## src/rtl/disp_ram_ctrl.sv

```systemverilog
module disp_ram_ctrl #(
  parameter int AW = 4,
  parameter int DW = 8,
  parameter int ROW_CYCLES = 8
) (
  input  logic          clk,
  input  logic          rst_n,
  input  logic          wr_en,
  input  logic          rd_en,
  input  logic          a0,
  input  logic [DW-1:0] wdata,
  output logic [DW-1:0] rdata,
  output logic          busy,
  input  logic [AW-1:0] scan_row,
  output logic [DW-1:0] scan_data
);
  localparam int ROWS = 1 << AW;
  localparam int NW = DW / 2;
  localparam int TW = (ROW_CYCLES > 1) ? $clog2(ROW_CYCLES) : 1;

  logic [DW-1:0] mem [ROWS];
  logic [AW-1:0] addr, crow;
  logic [TW-1:0] tick;
  logic [DW-1:0] code;
  logic ai, src_disp, inh_a, inh_b, blk_a, blk_b;

  wire [2:0] op      = wdata[7:5];
  wire       cmd_wr  = wr_en & a0;
  wire       wr_ok   = wr_en & ~a0 & ~busy;
  wire       dat_rd  = rd_en & ~wr_en & ~a0;
  wire       st_rd   = rd_en & ~wr_en & a0;
  wire       set_adr = cmd_wr & (op == 3'b011 || op == 3'b100);
  wire       clr_cmd = cmd_wr & (op == 3'b110) & ~busy;
  wire       clr_go  = clr_cmd & (wdata[2] | wdata[0]);
  wire       step_end = busy & (tick == TW'(ROW_CYCLES - 1));
  wire       adv     = ai & (wr_ok | (dat_rd & src_disp));
  wire [DW-1:0] wmask = {{NW{~inh_a}}, {NW{~inh_b}}};
  wire [DW-1:0] new_code = !wdata[4] ? '0 : (wdata[3] ? '1 : DW'(8'h20));
  wire unused_ok = &{1'b0, wdata[1]};

  assign scan_data = {blk_a ? code[DW-1:NW] : mem[scan_row][DW-1:NW],
                      blk_b ? code[NW-1:0]  : mem[scan_row][NW-1:0]};

  always_ff @(posedge clk or negedge rst_n) begin
    if (!rst_n) begin
      addr <= '0; ai <= 1'b0; src_disp <= 1'b0;
      inh_a <= 1'b0; inh_b <= 1'b0; blk_a <= 1'b0; blk_b <= 1'b0;
      code <= '0; rdata <= '0;
    end else begin
      if (set_adr) begin
        addr <= wdata[AW-1:0];
        ai   <= wdata[4];
      end else if (adv) begin
        addr <= addr + 1'b1;
      end
      if (cmd_wr && op == 3'b011) src_disp <= 1'b1;
      if (cmd_wr && op == 3'b010) src_disp <= 1'b0;
      if (cmd_wr && op == 3'b101) begin
        inh_a <= wdata[3]; inh_b <= wdata[2];
        blk_a <= wdata[1]; blk_b <= wdata[0];
      end
      if (clr_cmd) code <= new_code;
      if (dat_rd) rdata <= src_disp ? mem[addr] : '0;
      else if (st_rd) rdata <= {busy, {(DW-1){1'b0}}};
    end
  end

  always_ff @(posedge clk or negedge rst_n) begin
    if (!rst_n) begin
      busy <= 1'b0; crow <= '0; tick <= '0;
    end else if (clr_go) begin
      busy <= 1'b1; crow <= '0; tick <= '0;
    end else if (step_end) begin
      tick <= '0;
      if (crow == AW'(ROWS - 1)) busy <= 1'b0;
      else crow <= crow + 1'b1;
    end else if (busy) begin
      tick <= tick + 1'b1;
    end
  end

  always_ff @(posedge clk or negedge rst_n) begin
    if (!rst_n) begin
      for (int i = 0; i < ROWS; i++) mem[i] <= '0;
    end else if (wr_ok) begin
      mem[addr] <= (mem[addr] & ~wmask) | (wdata & wmask);
    end else if (step_end) begin
      mem[crow] <= code;
    end
  end

  a_r10_refused_write_keeps_addr: assert property (@(posedge clk) disable iff (!rst_n)
    (busy && wr_en && !a0) |=> addr == $past(addr));
  a_r5_wrap_to_zero: assert property (@(posedge clk) disable iff (!rst_n)
    (wr_ok && ai && addr == AW'(ROWS - 1)) |=> addr == '0);
  a_r6_inhibit_keeps_high: assert property (@(posedge clk) disable iff (!rst_n)
    (wr_ok && inh_a) |=> mem[$past(addr)][DW-1:NW] == $past(mem[addr][DW-1:NW]));
  a_r9_fill_done: assert property (@(posedge clk) disable iff (!rst_n)
    $fell(busy) |-> (mem[ROWS-1] == code && mem[0] == code));
  a_r11_status_bit: assert property (@(posedge clk) disable iff (!rst_n)
    st_rd |=> rdata == {$past(busy), {(DW-1){1'b0}}});
endmodule

```

## config.mk

```make
export PLATFORM = sky130hd
export DESIGN_NAME = disp_ram_ctrl
export DESIGN_NICKNAME = d
export VERILOG_FILES = /design/src/rtl/disp_ram_ctrl.sv
export SDC_FILE = /design/constraint.sdc
export NUM_CORES = 1
export LEC_CHECK = 0
export BUFFER_PORTS_ARGS = -buffer_cell sky130_fd_sc_hd__buf_4
export CORE_MARGIN = 2
export CORE_UTILIZATION = 44
export CTS_BUF_LIST = sky130_fd_sc_hd__clkbuf_16
export DETAILED_ROUTE_END_ITERATION = 6
export GPL_ROUTABILITY_DRIVEN = 0
export HOLD_SLACK_MARGIN = 0.12
export SETUP_SLACK_MARGIN = 0.5
export SKIP_LAST_GASP = 1
export SYNTH_ARGS = -nofsm -noshare
export SYNTH_HDL_FRONTEND = slang
export SYNTH_SLANG_ARGS = --single-unit
```

## constraint.sdc

```tcl
create_clock -name clk -period 6.2 [get_ports clk]
set_clock_uncertainty 0.1 [all_clocks]
set_input_delay 0.31 -clock clk [delete_from_list [all_inputs] [get_ports clk]]
set_output_delay 0.31 -clock clk [all_outputs]
set_load 0.03 [all_outputs]
```

==> results of run 1 <==
cell usage in the layout, fill, tap and decap left out, types with 15 or more instances in the layout:
master,Yosys,routed
a21oi_1,99,99
nand3_1,31,31
dfrtp_1,156,154
mux4_2,63,63
and3_1,19,19
mux2i_1,15,15
buf_4,2,37
o21ai_0,59,59
clkbuf_16,0,17
o22ai_1,52,52
a21o_1,48,48
nand2_1,134,134
nor2_1,73,73
a211oi_1,20,20
nor2b_1,24,24
per-stage QoR:
step,instances,hold WS [ps],util
floorplan,1053,-85.59,-
global placement,1293,359.0,0.4609
detailed placement,1293,352.4,0.4609
CTS,1334,163.8,0.4886
global route,1334,198.1,0.4886
finish,1334,168.9,0.4886
sequential cells by signal, summed over array words and instances (netlist names):
signal    cells
mem         128
rdata         8
addr          4
crow          4
tick          3
code          2
ai            1
blk_a         1
blk_b         1
busy          1
inh_a         1
inh_b         1
src_disp      1
critical path, stage by stage, from the launching register on:
cell and delay (ps):
dfrtp_2 1030, ha_1 350, and4bb_2 310, nand3b_1 350, a211oi_1 810, a21oi_1 100, o211ai_1 130
worst paths after layout:
| kind | startpoint | cells past startpoint | slack, ps | end |
|---|---|---|---|---|
| max | addr[1]$_DFFE_PN0P_ | 6 | 2910 | mem[39]$_DFFE_PN0P_ |
| max in group asynchronous | rst_n | 3 | 4090 | mem[63]$_DFFE_PN0P_ |
| max reg2reg | addr[1]$_DFFE_PN0P_ | 6 | 2910 | mem[39]$_DFFE_PN0P_ |
| min reg2reg | rdata[2]$_DFFE_PN0P_ | 2 | 380 | rdata[2]$_DFFE_PN0P_ |
| min in group asynchronous | rst_n | 2 | 420 | rdata[2]$_DFFE_PN0P_ |
| min | wdata[7] | 3 | 170 | src_disp$_DFFE_PN0P_ |
kinds of logic after synthesis:
logic type      count (synthesis)  share of synthesized area
buf+inv                        92                    0.04156
mux                            86                     0.1631
xor+xnor                        2                   0.001722
compound gates                366                     0.2328
simple gates                  341                     0.1649
flops                         156                     0.3837
fa+ha+maj                      10                    0.01230
layer usage:
metal  routed length (um)  vias to the layer above  GRT usage
met5                    0                        -          0
met4                 1454                        0     0.1276
met3                 4025                       88    0.08778
met2                16200                      552     0.4496
met1                15010                     4463     0.4212
li1                     -                     3934          -
timing repair:
action                    4_1_cts  5_1_grt
setup buffers                   0        0
resized for setup               0        0
hold endpoints to repair      106        0
hold buffers                    9        0
final cells by class:
| cell class | count | area [um^2] |
|---|---|---|
| fillers | 2105 | 11580 |
| flip-flops and latches | 156 | 3906 |
| inverters | 9 | 33.78 |
| clock inverters | 15 | 112.6 |
| multi-input cells | 805 | 5849 |
| repair buffers | 47 | 379.1 |
| clock buffers | 17 | 425.4 |
| well taps | 285 | 356.6 |
power by group through the flow:
| stage | clock, mW | sequential [mW] | combinational, mW |
|---|---|---|---|
| finish | 1.01 | 1.53 | 1.77 |
| global placement | 0 | 1.53 | 1.71 |
| floorplan | 0 | 1.40 | 1.24 |
| detailed placement | 0 | 1.54 | 1.71 |
| CTS | 1.01 | 1.52 | 1.72 |
| global route | 1.05 | 1.56 | 1.86 |
==> impl_metrics.toml, run 1 <==
[status]
status = "finished with violations"
violations = "DRC"

[floorplanning]
row_count = 55
initial_core_util = 0.4494
fp.dieArea_mm2 = 0.02436
io_pins = 34
die_w_um = 156.1
fp.coreArea_mm2 = 0.02264
die_height_um = 156.1

[cts]
clk_pin_slew_worst_paths_ps = 70
cts.sinks = 156
htree_levels = 4
root_buffer = "clkbuf_16"
insertion_delay_ps = 450
cts_buffers = 17
cts_buffer_depth = 2
tritoncts = "built"

[setup_path]
required_ps = 6440
critPathKind = "flop to flop"
crit_fanout = 39
cp-start-kind = "flop"
arrival_ps = 3540
end_kind = "flop"

[power]
power.density_mw_per_mm2 = 390.5
clock_power_share = 0.234
switchingPower_mw = 1.876
p_leak_nw = 4.741
seqPwrFrac = 0.355
max-vdd-ir-drop_uv = 194.9
power_mw = 4.320
comb_power_share = 0.410
intPower_mw = 2.444
switching_share = 0.4342

[placement]
placed_cell_area_mm2 = 0.01044
post-place-ws_ps = 3009
dp_hpwl_mm = 24.93
io_buffers = 33

[timing]
post-route-period-util = 0.5311
setup_slack_ps = 2907
fin_setup_tns_ps = 0
rsz0062_at_grt = "no"
layout_min_cycle_time_ps = 3293
final_hold_viol_count = 0
finalMaxSlewViolations = 0
setup_viol = 0
tightest_slew_ps = 1018
clock.fmax_ghz = 0.3037
relSlewSlack = 0.3200

[detailed_routing]
drtIter0Drc = 1044
drt_wl_total_mm = 36.69
wl_per_cell_um = 27.51
drtAntennaViolNets = 0
vias = 9037
drc = 11
routed_via_density = 6.774
drt-pass1-iter-count = 7

[finish]
area_delta_synth_final_pct = 8.731
finalNetCount = 1063
final_area_mm2 = 0.01106
diodes = 0
drive_gt1_frac = 0.1554

[job]
cap_violations = 0

[synthesis]
yosysMostFrequentCell = "dfrtp_1"
ys_warn_count = 0
netlist.area_leader.share = 0.3837
async_reset_ff_frac = 1.000
syn_area_per_cell_um2 = 9.663
synth-main-ff-cell = "dfrtp_1"
synth-edff-count = 0
yosysTopAreaCell = "dfrtp_1"
synth_area_mm2 = 0.01017
yosysUniqueCellTypes = 67
synth.top_cells.by_area = "dfrtp_1, mux4_2, nand2_1"
syn_nets = 1080
synth_seq_cells = 156
ys_seq_area_frac = 0.3837
ys_top_cells_by_count = "dfrtp_1, nand2_1, a21oi_1"
synth_cells = 1053

[global_route]
overflow = 0
antenna_found_initial = 0
grt_max_degree = 90
grt_pass1_wl_mm = 54.21
grt_use_total = 0.3050
grt_pass1_vias = 8388

[hold_path]
hp-class = "input port to flop"
Note: power is estimated with default switching activity, not from simulation.
==> run 2: changes to the inputs <==
- clock period: 6.2 -> 2.9 ns (I/O delays scaled with it)
==> run 2 against run 1 <==
- the run now ends clean
- count of clock-buffer cells in the layout stayed put
- via count grew 2.9%
- core utilization up 3.3 points
- worst hold slack worse by 31 ps
- routed wire length shrank 0.38%
- cell area up 6.7%
- critical path depth down 1
- register-to-register slack worse by 2400 ps
- critical path type is now flop to output pin
- largest power group unchanged
==> impl_metrics.toml, run 2 (synthesis gave the netlist of run 1 again) <==
[setup_path]
slowest_stage = "mux4_2"
critPathKind = "flop to output pin"
crit_fanout = 3
end_kind = "output pin"
cp-start-kind = "flop"
crit_chain = "mux4_2 > nor2b_1 > a211oi_1 > a211oi_1 > buf_4"
slowest_delay_ps = 460
arrival_ps = 2280
crit_family = "compound AO/OA/AOI/OAI gates"
worst-path-buf-inv = 1
crit_top_cell = "a211oi_1"
required_ps = 2650

[finish]
largest-register = "mem"
top_regs = "mem x128, rdata x8"
drive_gt1_frac = 0.2238
finalNonFillerCells = 1403
fill_cells = 2025
area_delta_synth_final_pct = 16.05
finalNetCount = 1132
largest_reg_flops = 128
final_common_cell = "dfrtp_1"
final_cell_mix = "dfrtp_1, nand2_1, a21oi_1"

[floorplanning]
fp.coreArea_mm2 = 0.02264
die_w_um = 156.1
row_count = 55
io_pins = 34
fp.dieArea_mm2 = 0.02436
initial_core_util = 0.4494
die_height_um = 156.1

[detailed_routing]
wl_per_cell_um = 26.05
wl_met1_mm = 15.53
dr_wl_met2_mm = 16.72
routed.top_layer = "met4"
drt-pass1-iter-count = 5
routed_via_density = 6.629
drc = 0
drt_wl_total_mm = 36.56
drtIter0Drc = 1105
wl_met3_mm = 2.892
vias = 9300
drtAntennaViolNets = 0

[global_route]
grt_pass1_vias = 8847
overflow = 0
grt_max_degree = 53
grt_pass1_wl_mm = 55.14
antenna_found_initial = 0
grt_use_total = 0.3043

[cts]
cts_buffers = 17
cts.sinks = 156
cts_buffer_depth = 2
tritoncts = "built"
clk_pin_slew_worst_paths_ps = 70
insertion_delay_ps = 440
root_buffer = "clkbuf_16"
htree_levels = 4

[timing]
final_hold_viol_count = 0
finalMaxSlewViolations = 0
setup_viol = 0
relSlewSlack = 0.3004
clock.fmax_ghz = 0.3962
layout_min_cycle_time_ps = 2524
rsz0062_at_grt = "yes"
tightest_slew_ps = 1047
post-route-period-util = 0.8704
fin_setup_tns_ps = 0

[power]
power.density_mw_per_mm2 = 819.2
power_mw = 9.673
max-vdd-ir-drop_uv = 362.6
p_leak_nw = 5.108

[placement]
dpl.cell_count = 1345
io_buffers = 33
dp_hpwl_mm = 25.91

[hold_path]
hp-class = "input port to async pin"

[status]
status = "complete, no violations"

[job]
cap_violations = 0
run 2: worst register-to-register path: stages, from the launching register on:
cell	delay (ps)
dfrtp_2	440
buf_4	260
mux4_2	530
mux2i_1	220
or3_1	260
a21oi_1	100
a311o_1	320
run 2: final cells by class:
| type | count | area, um^2 | share of cell area |
|---|---|---|---|
| multi-input cells | 807 | 5937 | 0.5028 |
| flip-flops and latches | 156 | 3911 | 0.3312 |
| repair buffers | 114 | 970.9 | 0.08223 |
| clock buffers | 17 | 425.4 | 0.03603 |
| well taps | 285 | 356.6 | 0.03020 |
| clock inverters | 14 | 170.2 | 0.01441 |
| inverters | 9 | 33.78 | 0.002861 |
| diodes | 1 | 2.502 | 0.0002119 |
run 2: routing by layer:
metal / GRT usage / vias to the layer above
met5: 0 / -
met4: 0.1424 / 0
met3: 0.06083 / 89
met2: 0.4625 / 465
met1: 0.4199 / 4671
li1: - / 4075
run 2: final timing paths:
check | startpoint | end | slack, ps | depth (start not counted)
min in group clk | wdata[7] | blk_b$_DFFE_PN0P_ | 160 | 4
worst min register to register | rdata[2]$_DFFE_PN0P_ | rdata[2]$_DFFE_PN0P_ | 380 | 2
worst min-delay path | rst_n | rdata[2]$_DFFE_PN0P_ | 140 | 2
worst max-delay path | mem[95]$_DFFE_PN0P_ | scan_data[7] | 380 | 5
worst max register to register | addr[1]$_DFFE_PN0P_ | mem[61]$_DFFE_PN0P_ | 550 | 6
max in group asynchronous | rst_n | mem[55]$_DFFE_PN0P_ | 1880 | 3
run 2: metrics by stage:
stage	cell area, um^2	hold WS (ps)	utilization	worst slack, ps
2_1_floorplan	10170	-250.6	-	700.2
5_1_grt	11810	179.1	0.5214	393.6
3_3_place_gp	10900	41.99	0.4815	370.9
4_1_cts	11700	150.5	0.5167	403.6
3_5_place_dp	10900	41.79	0.4815	348.0
6_report	11810	138.2	0.5215	375.9
run 2: power by group:
part / switching [mW] / total, mW / internal (mW)
Clock: 1.01 / 2.36 / 1.35
Combinational: 2.39 / 4.13 / 1.74
Sequential: 0.525 / 3.18 / 2.66
run 2: timing repair:
item | 4_1_cts | 5_1_grt
buffers inserted | 6 | 5
endpoints found under the hold margin | 175 | 0
pin swaps | 4 | 4
gates cloned | 0 | 2
hold buffers | 13 | 0
resized for setup | 9 | 19
setup endpoints to repair | 104 | 82
==> run 3: changes to the inputs <==
- PLACE_DENSITY_LB_ADDON: unset -> 0.08
==> run 3 against run 2 <==
- clock power hardly changed
- critical path depth unchanged
- sequential share of layout area is essentially flat
- critical endpoint unchanged
==> impl_metrics.toml, run 3 (synthesis gave the netlist of run 1 again) <==
[setup_path]
required_ps = 2650
arrival_ps = 2130
crit_family = "multiplexers"
slowest_delay_ps = 470
critPathKind = "flop to output pin"
end_kind = "output pin"
slowest_stage = "mux4_2"
rr_startpoint = "addr[0]$_DFFE_PN0P_"
worstSetupStartpoint = "mem[95]$_DFFE_PN0P_"
r2r-end = "mem[77]$_DFFE_PN0P_"
cp-start-kind = "flop"
crit_top_cell = "a211oi_1"
rr_worst_depth = 7
critPathCapture = "scan_data[7]"
r2r_slack_ps = 550
cp_num_cells = 5
crit_fanout = 3
crit_chain = "mux4_2 > nor2b_1 > a211oi_1 > a211oi_1 > buf_4"
worst-path-buf-inv = 1

[detailed_routing]
drt-pass1-iter-count = 5
vias = 9244
drtIter0Drc = 962
wl_per_cell_um = 26.60
routed_via_density = 6.598
drtAntennaViolNets = 0
drc = 0
drt_wl_total_mm = 37.26

[floorplanning]
fp.dieArea_mm2 = 0.02436
die_height_um = 156.1
initial_core_util = 0.4494
fp.coreArea_mm2 = 0.02264
io_pins = 34
die_w_um = 156.1
row_count = 55

[global_route]
overflow = 0
antenna_found_initial = 2
grt_use_total = 0.3164
grt_max_degree = 60
grt_pass1_wl_mm = 56.81
grt_pass1_vias = 8924

[cts]
root_buffer = "clkbuf_16"
insertion_delay_ps = 440
tritoncts = "built"
cts.sinks = 156
cts_buffer_depth = 2
cts_buffers = 17
htree_levels = 4
clk_pin_slew_worst_paths_ps = 70

[power]
power.density_mw_per_mm2 = 812.6
power_mw = 9.600
intPower_mw = 5.745
clock_power_share = 0.244
switchingPower_mw = 3.855
comb_power_share = 0.423
p_leak_nw = 5.109
switching_share = 0.4016
max-vdd-ir-drop_uv = 611.4
seqPwrFrac = 0.332

[timing]
finalMaxSlewViolations = 0
tightest_slew_ps = 808.0
relSlewSlack = 0.4602
post-route-period-util = 0.8177
fin_setup_tns_ps = 0
setup_viol = 0
final_hold_viol_count = 0
clock.fmax_ghz = 0.4217
rsz0062_at_grt = "yes"
layout_min_cycle_time_ps = 2371

[finish]
area_delta_synth_final_pct = 16.11
final_common_cell = "dfrtp_1"
final_cell_mix = "dfrtp_1, nand2_1, a21oi_1"
diodes = 0
top_regs = "mem x128, rdata x8"
drive_gt1_frac = 0.2312
finalNetCount = 1130
largest_reg_flops = 128
largest-register = "mem"
final_area_mm2 = 0.01181

[hold_path]
hp-class = "input port to async pin"

[placement]
placed_cell_area_mm2 = 0.01080
dp_hpwl_mm = 27.30
io_buffers = 33

[job]
cap_violations = 0

[status]
status = "complete, no violations"
## run 3: worst min path at each step
| stage | startpoint | end | slack [ps] | cells after the start |
|---|---|---|---|---|
| 3_5_place_dp | rst_n | mem[123]$_DFFE_PN0P_ | 70 | 1 |
| 5_1_grt | rst_n | mem[106]$_DFFE_PN0P_ | 190 | 2 |
| 3_3_place_gp | rst_n | mem[123]$_DFFE_PN0P_ | 80 | 1 |
| 4_1_cts | rd_en | rdata[5]$_DFFE_PN0P_ | 160 | 4 |
| 6_report | rst_n | mem[123]$_DFFE_PN0P_ | 150 | 2 |
| 2_1_floorplan | rst_n | addr[0]$_DFFE_PN0P_ | -250 | 0 |
## run 3: per-stage QoR
step / setup WS [ps] / hold WS (ps) / std cells / utilization
after floorplan: 700.2 / -250.6 / 1053 / -
after global placement: 310.2 / 76.47 / 1338 / 0.4769
after detailed placement: 257.6 / 74.91 / 1338 / 0.4769
after CTS: 425.9 / 161.9 / 1392 / 0.5148
after global routing: 444.9 / 193.5 / 1401 / 0.5218
final: 528.7 / 153.3 / 1401 / 0.5218
## run 3: repair_timing
action / in CTS / in global routing
endpoints found under the setup margin: 107 / 101
gates cloned: 0 / 1
setup buffers: 9 / 8
hold buffers: 13 / 0
pin swaps: 7 / 7
gates resized for setup: 18 / 25
endpoints found under the hold margin: 131 / 0
## run 3: power by group through the flow
stage / registers [mW] / clock network, mW / logic, mW
after detailed placement: 3.24 / 0 / 3.62
final: 3.19 / 2.35 / 4.06
after CTS: 3.16 / 2.37 / 3.87
after floorplan: 2.98 / 0 / 2.66
after global routing: 3.24 / 2.47 / 4.35
after global placement: 3.22 / 0 / 3.58
## run 3: layout make-up
| class | instances | area, um^2 |
|---|---|---|
| clock buffer | 17 | 425.4 |
| clock inverter | 15 | 171.4 |
| fill | 2066 | 10830 |
| inverter | 9 | 37.54 |
| multi-input combinational | 806 | 5976 |
| sequential | 156 | 3910 |
| tap | 285 | 356.6 |
| timing repair buffer | 113 | 937.1 |
## run 3: per-layer routing
metal	wire length [um]	up-vias	share of wire	GRT usage
li1	-	4073	-	-
met1	15640	4633	0.42	0.4334
met2	17550	462	0.47	0.5053
met3	2736	76	0.073	0.05306
met4	1335	0	0.036	0.1215
met5	0	-	0	0
